===== src/rtl/exu_pkg.sv =====
package exu_pkg;
  localparam int OPC_W = 8;

  typedef enum logic [2:0] {
    CL_SET, CL_ADD, CL_SUB, CL_MUL, CL_DIV, CL_BAD
  } op_class_e;

  typedef struct packed {
    op_class_e cls;
    logic      use_imm;
    logic      wr;
  } op_dec_t;

  function automatic op_dec_t decode_op(logic [OPC_W-1:0] opc);
    op_dec_t d;
    d.use_imm = opc[0];
    d.wr      = 1'b1;
    d.cls     = CL_BAD;
    if (opc[3:1] == 3'b000) begin
      unique case (opc[7:4])
        4'h0:    d.cls = opc[0] ? CL_BAD : CL_SET;
        4'h1:    d.cls = CL_ADD;
        4'h2:    d.cls = CL_SUB;
        4'h3:    d.cls = CL_MUL;
        4'h4:    d.cls = CL_DIV;
        default: d.cls = CL_BAD;
      endcase
    end
    // set always takes the immediate
    if (d.cls == CL_SET) d.use_imm = 1'b1;
    if (d.cls == CL_BAD) d.wr = 1'b0;
    return d;
  endfunction
endpackage


===== src/rtl/exu_opsel.sv =====
module exu_opsel
  import exu_pkg::*;
#(
  parameter int DATA_W = 32,
  parameter int IMM_W  = 8
) (
  input  logic [OPC_W-1:0]  opcode_i,
  input  logic [DATA_W-1:0] rhs_i,
  input  logic [IMM_W-1:0]  imm_i,
  output op_dec_t           dec_o,
  output logic [DATA_W-1:0] rhs_sel_o
);
  logic [DATA_W-1:0] imm_ext;

  generate
    if (IMM_W >= DATA_W) begin : g_imm_trunc
      assign imm_ext = imm_i[DATA_W-1:0];
    end else begin : g_imm_zext
      assign imm_ext = {{(DATA_W-IMM_W){1'b0}}, imm_i};
    end
  endgenerate

  assign dec_o     = decode_op(opcode_i);
  assign rhs_sel_o = dec_o.use_imm ? imm_ext : rhs_i;
endmodule


===== src/rtl/exu_alu.sv =====
module exu_alu
  import exu_pkg::*;
#(
  parameter int DATA_W = 32
) (
  input  op_class_e         cls_i,
  input  logic [DATA_W-1:0] a_i,
  input  logic [DATA_W-1:0] b_i,
  output logic [DATA_W-1:0] res_o
);
  logic [2*DATA_W-1:0] prod;
  logic [DATA_W-1:0]   quot;

  assign prod = {{DATA_W{1'b0}}, a_i} * {{DATA_W{1'b0}}, b_i};
  // zero divisor saturates instead of trapping
  assign quot = (b_i == '0) ? '1 : a_i / b_i;

  always_comb begin
    unique case (cls_i)
      CL_SET:  res_o = b_i;
      CL_ADD:  res_o = a_i + b_i;
      CL_SUB:  res_o = a_i - b_i;
      CL_MUL:  res_o = prod[DATA_W-1:0];
      CL_DIV:  res_o = quot;
      default: res_o = '0;
    endcase
  end
endmodule


===== src/rtl/exu_ctrl.sv =====
module exu_ctrl
  import exu_pkg::*;
#(
  parameter int LAT_ALU = 1,
  parameter int LAT_MUL = 2,
  parameter int LAT_DIV = 4
) (
  input  logic      clk_i,
  input  logic      rst_ni,
  input  logic      start_i,
  input  op_class_e cls_i,
  output logic      accept_o,
  output logic      busy_o,
  output logic      done_o
);
  localparam int LAT_MAX = (LAT_DIV > LAT_MUL) ?
                           ((LAT_DIV > LAT_ALU) ? LAT_DIV : LAT_ALU) :
                           ((LAT_MUL > LAT_ALU) ? LAT_MUL : LAT_ALU);
  localparam int CNT_W   = (LAT_MAX > 1) ? $clog2(LAT_MAX) : 1;

  logic             busy_q;
  logic [CNT_W-1:0] cnt_q;
  logic [CNT_W-1:0] cnt_init;

  always_comb begin
    unique case (cls_i)
      CL_MUL:  cnt_init = CNT_W'(LAT_MUL - 1);
      CL_DIV:  cnt_init = CNT_W'(LAT_DIV - 1);
      default: cnt_init = CNT_W'(LAT_ALU - 1);
    endcase
  end

  assign accept_o = start_i && !busy_q;
  assign busy_o   = busy_q;
  assign done_o   = busy_q && (cnt_q == '0);

  always_ff @(posedge clk_i or negedge rst_ni) begin
    if (!rst_ni) begin
      busy_q <= 1'b0;
      cnt_q  <= '0;
    end else if (accept_o) begin
      busy_q <= 1'b1;
      cnt_q  <= cnt_init;
    end else if (done_o) begin
      busy_q <= 1'b0;
    end else if (busy_q) begin
      cnt_q  <= cnt_q - 1'b1;
    end
  end
endmodule


===== src/rtl/int_exec_unit.sv =====
module int_exec_unit
  import exu_pkg::*;
#(
  parameter int DATA_W  = 32,
  parameter int IMM_W   = 8,
  parameter int IDX_W   = 4,
  parameter int LAT_MUL = 2,
  parameter int LAT_DIV = 4
) (
  input  logic              clk_i,
  input  logic              rst_ni,
  input  logic              start_i,
  input  logic [7:0]        opcode_i,
  input  logic [IDX_W-1:0]  dest_i,
  input  logic [DATA_W-1:0] lhs_i,
  input  logic [DATA_W-1:0] rhs_i,
  input  logic [IMM_W-1:0]  imm_i,
  output logic              busy_o,
  output logic              done_o,
  output logic              wen_o,
  output logic [IDX_W-1:0]  dest_o,
  output logic [DATA_W-1:0] result_o
);
  op_dec_t           dec;
  logic [DATA_W-1:0] rhs_sel;
  logic [DATA_W-1:0] alu_res;
  logic              accept;
  logic [DATA_W-1:0] result_q;
  logic [IDX_W-1:0]  dest_q;
  logic              wr_q;

  exu_opsel #(.DATA_W(DATA_W), .IMM_W(IMM_W)) u_opsel (
    .opcode_i (opcode_i),
    .rhs_i    (rhs_i),
    .imm_i    (imm_i),
    .dec_o    (dec),
    .rhs_sel_o(rhs_sel)
  );

  exu_alu #(.DATA_W(DATA_W)) u_alu (
    .cls_i(dec.cls),
    .a_i  (lhs_i),
    .b_i  (rhs_sel),
    .res_o(alu_res)
  );

  exu_ctrl #(.LAT_ALU(1), .LAT_MUL(LAT_MUL), .LAT_DIV(LAT_DIV)) u_ctrl (
    .clk_i   (clk_i),
    .rst_ni  (rst_ni),
    .start_i (start_i),
    .cls_i   (dec.cls),
    .accept_o(accept),
    .busy_o  (busy_o),
    .done_o  (done_o)
  );

  // result is formed at issue and held; the counter only models latency
  always_ff @(posedge clk_i or negedge rst_ni) begin
    if (!rst_ni) begin
      result_q <= '0;
      dest_q   <= '0;
      wr_q     <= 1'b0;
    end else if (accept) begin
      result_q <= alu_res;
      dest_q   <= dest_i;
      wr_q     <= dec.wr;
    end
  end

  assign result_o = result_q;
  assign dest_o   = dest_q;
  assign wen_o    = done_o && wr_q;
endmodule


===== config.mk =====
export PLATFORM = sky130hd
export DESIGN_NAME = int_exec_unit
export DESIGN_NICKNAME = d
export VERILOG_FILES = /design/src/rtl/exu_pkg.sv /design/src/rtl/exu_opsel.sv /design/src/rtl/exu_alu.sv /design/src/rtl/exu_ctrl.sv /design/src/rtl/int_exec_unit.sv
export SDC_FILE = /design/constraint.sdc
export NUM_CORES = 2
export LEC_CHECK = 0
export ABC_AREA = 1
export BUFFER_PORTS_ARGS = -buffer_cell sky130_fd_sc_hd__buf_2
export CAP_MARGIN = 20
export CORE_MARGIN = 2
export CORE_UTILIZATION = 30
export CTS_BUF_LIST = sky130_fd_sc_hd__clkbuf_4
export DETAILED_ROUTE_END_ITERATION = 16
export GPL_TIMING_DRIVEN = 0
export HOLD_SLACK_MARGIN = 0.12
export PLACE_DENSITY = 0.5
export SYNTH_ARGS = -nofsm -noshare
export SYNTH_HDL_FRONTEND = slang
export SYNTH_SLANG_ARGS = --single-unit

===== constraint.sdc =====
create_clock -name clk_i -period 3.38 [get_ports clk_i]
set_input_delay 0.676 -clock clk_i [delete_from_list [all_inputs] [get_ports clk_i]]
set_output_delay 0.676 -clock clk_i [all_outputs]
set_load 0.005 [all_outputs]

==> impl_metrics.toml <==
[worst_setup_path]
cp_top_family = "buffers and inverters"
cp_common_cell = "buf_4"
worstPathRequired_ps = 3820
startpoint_type = "input pin"
cp_slowest_stage_delay_ps = 380
worst_ep_arrival_time_ps = 77430
crit_fanout = 10
criticalPathCategory = "input pin to flip-flop"
worst-path-buf-inv = 231
cp-end-kind = "flip-flop"
crit_slowest_cell = "ha_1"

[timing]
post-route-period-util_pct = 2280
worst_pin_slew_ps = 1440
finalSetupViolCount = 32
max_clock_freq_mhz = 13.0
rsz0062_at_grt = "yes"
finClkSkew_ps = 56.8
relSlewSlack_pct = 3.40
hold_viol = 0
drv_slew = 0
fin_ws_ps = -73610
period_needed_ps = 76990
setup-tns-final_ps = -988450

[clocking]
cts_tree = "yes"
htreeDepth = 2
clock_sinks = 40
path_clk_slew_ps = 190
cts_buffer_depth = 2
cts_made_buffers = 5
cts_root_buf = "clkbuf_4"
clock_latency_ps = 530

[placement]
hpwl_um = 164000
postPlaceCellArea_um2 = 51600
dp_slack_ps = -83730
portBuffers = 125
gp_congestion = 1.01

[global_route]
grt_max_degree = 42
grt-ovfl-total = 0
grt_usage_pct = 27.0
grt_pass1_vias = 52413
antenna_found_initial = 9
grt_pass1_wl_um = 323000

[status]
violations = "setup timing"
status = "finished, violations left"

[synth]
ys_types = 75
yosys.area_share.simple_pct = 26.9
synthMuxAreaShare_pct = 0.256
synthXorXnorAreaFrac_pct = 7.64
syn_inst = 7240
synth_nets = 8410
synth_top_family_by_area = "adder cells"
synthFlopType = "dfrtp_1"
ys_warn_count = 0
synth_area_um2 = 46900
synth_seq_cells = 40
synth-compound-area-share_pct = 13.6
synth_edf_count = 0
postSynth.asyncResetShare_pct = 100
ys_seq_area_share_pct = 2.14
synthAdderAreaFrac_pct = 35.5
avgSynthCellArea_um2 = 6.47

[route]
routedWlPerCell_um = 21.2
drt_iter0_markers = 4099
drt-total-wl_um = 226000
dr_total_vias = 54298
via_per_inst = 5.09
dr.pass1.iters = 8
antenna_left = 0
drcViolationCount = 0

[floorplan]
initial_utilization_pct = 30.1
core_area_um2 = 156000
die_x_um = 399
dieArea_um2 = 159000
pin_count = 126
die_h_um = 399
rows = 145

[final_layout]
area_growth_pct = 41.1
mostFrequentLayoutCells = "nand2_1, inv_1, buf_4, ha_1, fa_1"
final_nets = 9773
drive_gt1_share_pct = 31.3
stdcell_area_um2 = 66100
final_common_cell = "nand2_1"

[flow_run]
max_cap_violations = 0

[hold_path]
hp-class = "input pin to flip-flop"
==> per-stage QoR <==
step | std cells | hold WS [ps] | utilization (%)
after floorplan | 7240 | 380 | -
after global placement | 9423 | 451 | 33.0
after detailed placement | 9438 | 453 | 33.2
after CTS | 10421 | 332 | 39.6
after global routing | 10663 | 367 | 42.5
final | 10666 | 350 | 42.5
==> area by class of cell <==
class / count / area, um^2
Clock buffer: 5 / 37.5
Antenna cell: 4 / 10.0
Fill cell: 15856 / 89500
Sequential cell: 40 / 1000
Timing Repair Buffer: 1350 / 10500
Inverter: 1413 / 5510
Clock inverter: 3 / 46.3
Tap cell: 2058 / 2570
Buffer: 203 / 1760
Multi-Input combinational cell: 5590 / 44700
==> worst register-to-register path, cell delays in order (launching register included) <==
cell and delay (ps):
dfrtp_1 430, nor2_1 940, clkinv_1 880, clkbuf_1 360, buf_8 200, a31oi_1 170, a21o_1 100
==> registers in the layout (all words and copies together), names as in the netlist <==
| register | flops |
|---|---|
| u_ctrl.cnt_q | 2 |
| u_ctrl.busy_o | 1 |
| wr_q | 1 |
| dest_o | 4 |
| result_o | 32 |
==> path summary, 6_finish.rpt <==
| check | from | to | slack (ps) | cells past startpoint |
|---|---|---|---|---|
| min in group asynchronous | rst_ni | result_o[5] | 570 | 2 |
| worst min-delay path | dest_i[1] | dest_o[1] | 350 | 3 |
| worst max register to register | u_ctrl.busy_o | result_o[17] | 250 | 6 |
| worst min register to register | dest_o[0] | dest_o[0] | 490 | 2 |
| max in group asynchronous | rst_ni | result_o[16] | 2200 | 3 |
| worst max-delay path | opcode_i[2] | result_o[0] | -73610 | 650 |
==> Yosys cell counts (13+ instances only) <==
cell	count	share of area, %
o211ai_1	35	0.56
nor2_1	449	3.6
fa_1	409	17
inv_2	40	0.32
o21ai_2	36	0.67
nand2_2	61	0.81
nor3_1	36	0.38
nand2_1	1972	16
xnor2_1	147	2.7
nor4_1	14	0.19
dfrtp_1	40	2.1
a21o_1	22	0.35
a211oi_1	18	0.29
clkinv_1	13	0.10
a31oi_1	22	0.29
o31ai_1	22	0.35
xor2_1	262	4.9
clkbuf_1	109	0.87
buf_6	34	0.82
o21bai_1	41	0.66
buf_2	13	0.14
inv_1	1357	11
o21ai_1	66	0.70
nand3_2	19	0.41
nor2_2	20	0.27
a21oi_2	26	0.49
buf_4	28	0.45
ha_1	674	18
a21oi_1	469	5.0
o21ai_0	224	2.4
or2_2	117	1.6
nand4_1	36	0.48
o21a_1	13	0.21
nand3_1	227	2.4
==> per-layer routing <==
layer  track usage (%)  up-vias  wire length, um
met4              12.1        8            13000
met1              35.4    26175            94700
met5                 0        -               50
met3              4.06      572            17800
li1                  -    25427                -
met2              43.7     2116           100000
==> kinds of logic (layout without fill, tap and decap cells) <==
kind of cell,count (synthesis),after routing
AO/OA/AOI/OAI,1074,1074
multiplexers,12,12
XOR/XNOR,409,409
AND/OR/NAND/NOR,3005,3012
other,0,4
buffers and inverters,1617,2974
adder cells (fa/ha/maj),1083,1083
flip-flops,40,40
==> what timing repair did <==
item                                    CTS  global route
buffers inserted                        969           241
hold endpoints to repair                 13             0
pin swaps                               439           565
hold buffers                              1             0
endpoints found under the setup margin   32            32
cloned                                    6             5
resized for setup                       546           607
Power is left out: the tool's default activity adds up to more than one toggle a clock period on the data nets, which glitch-free logic cannot reach.
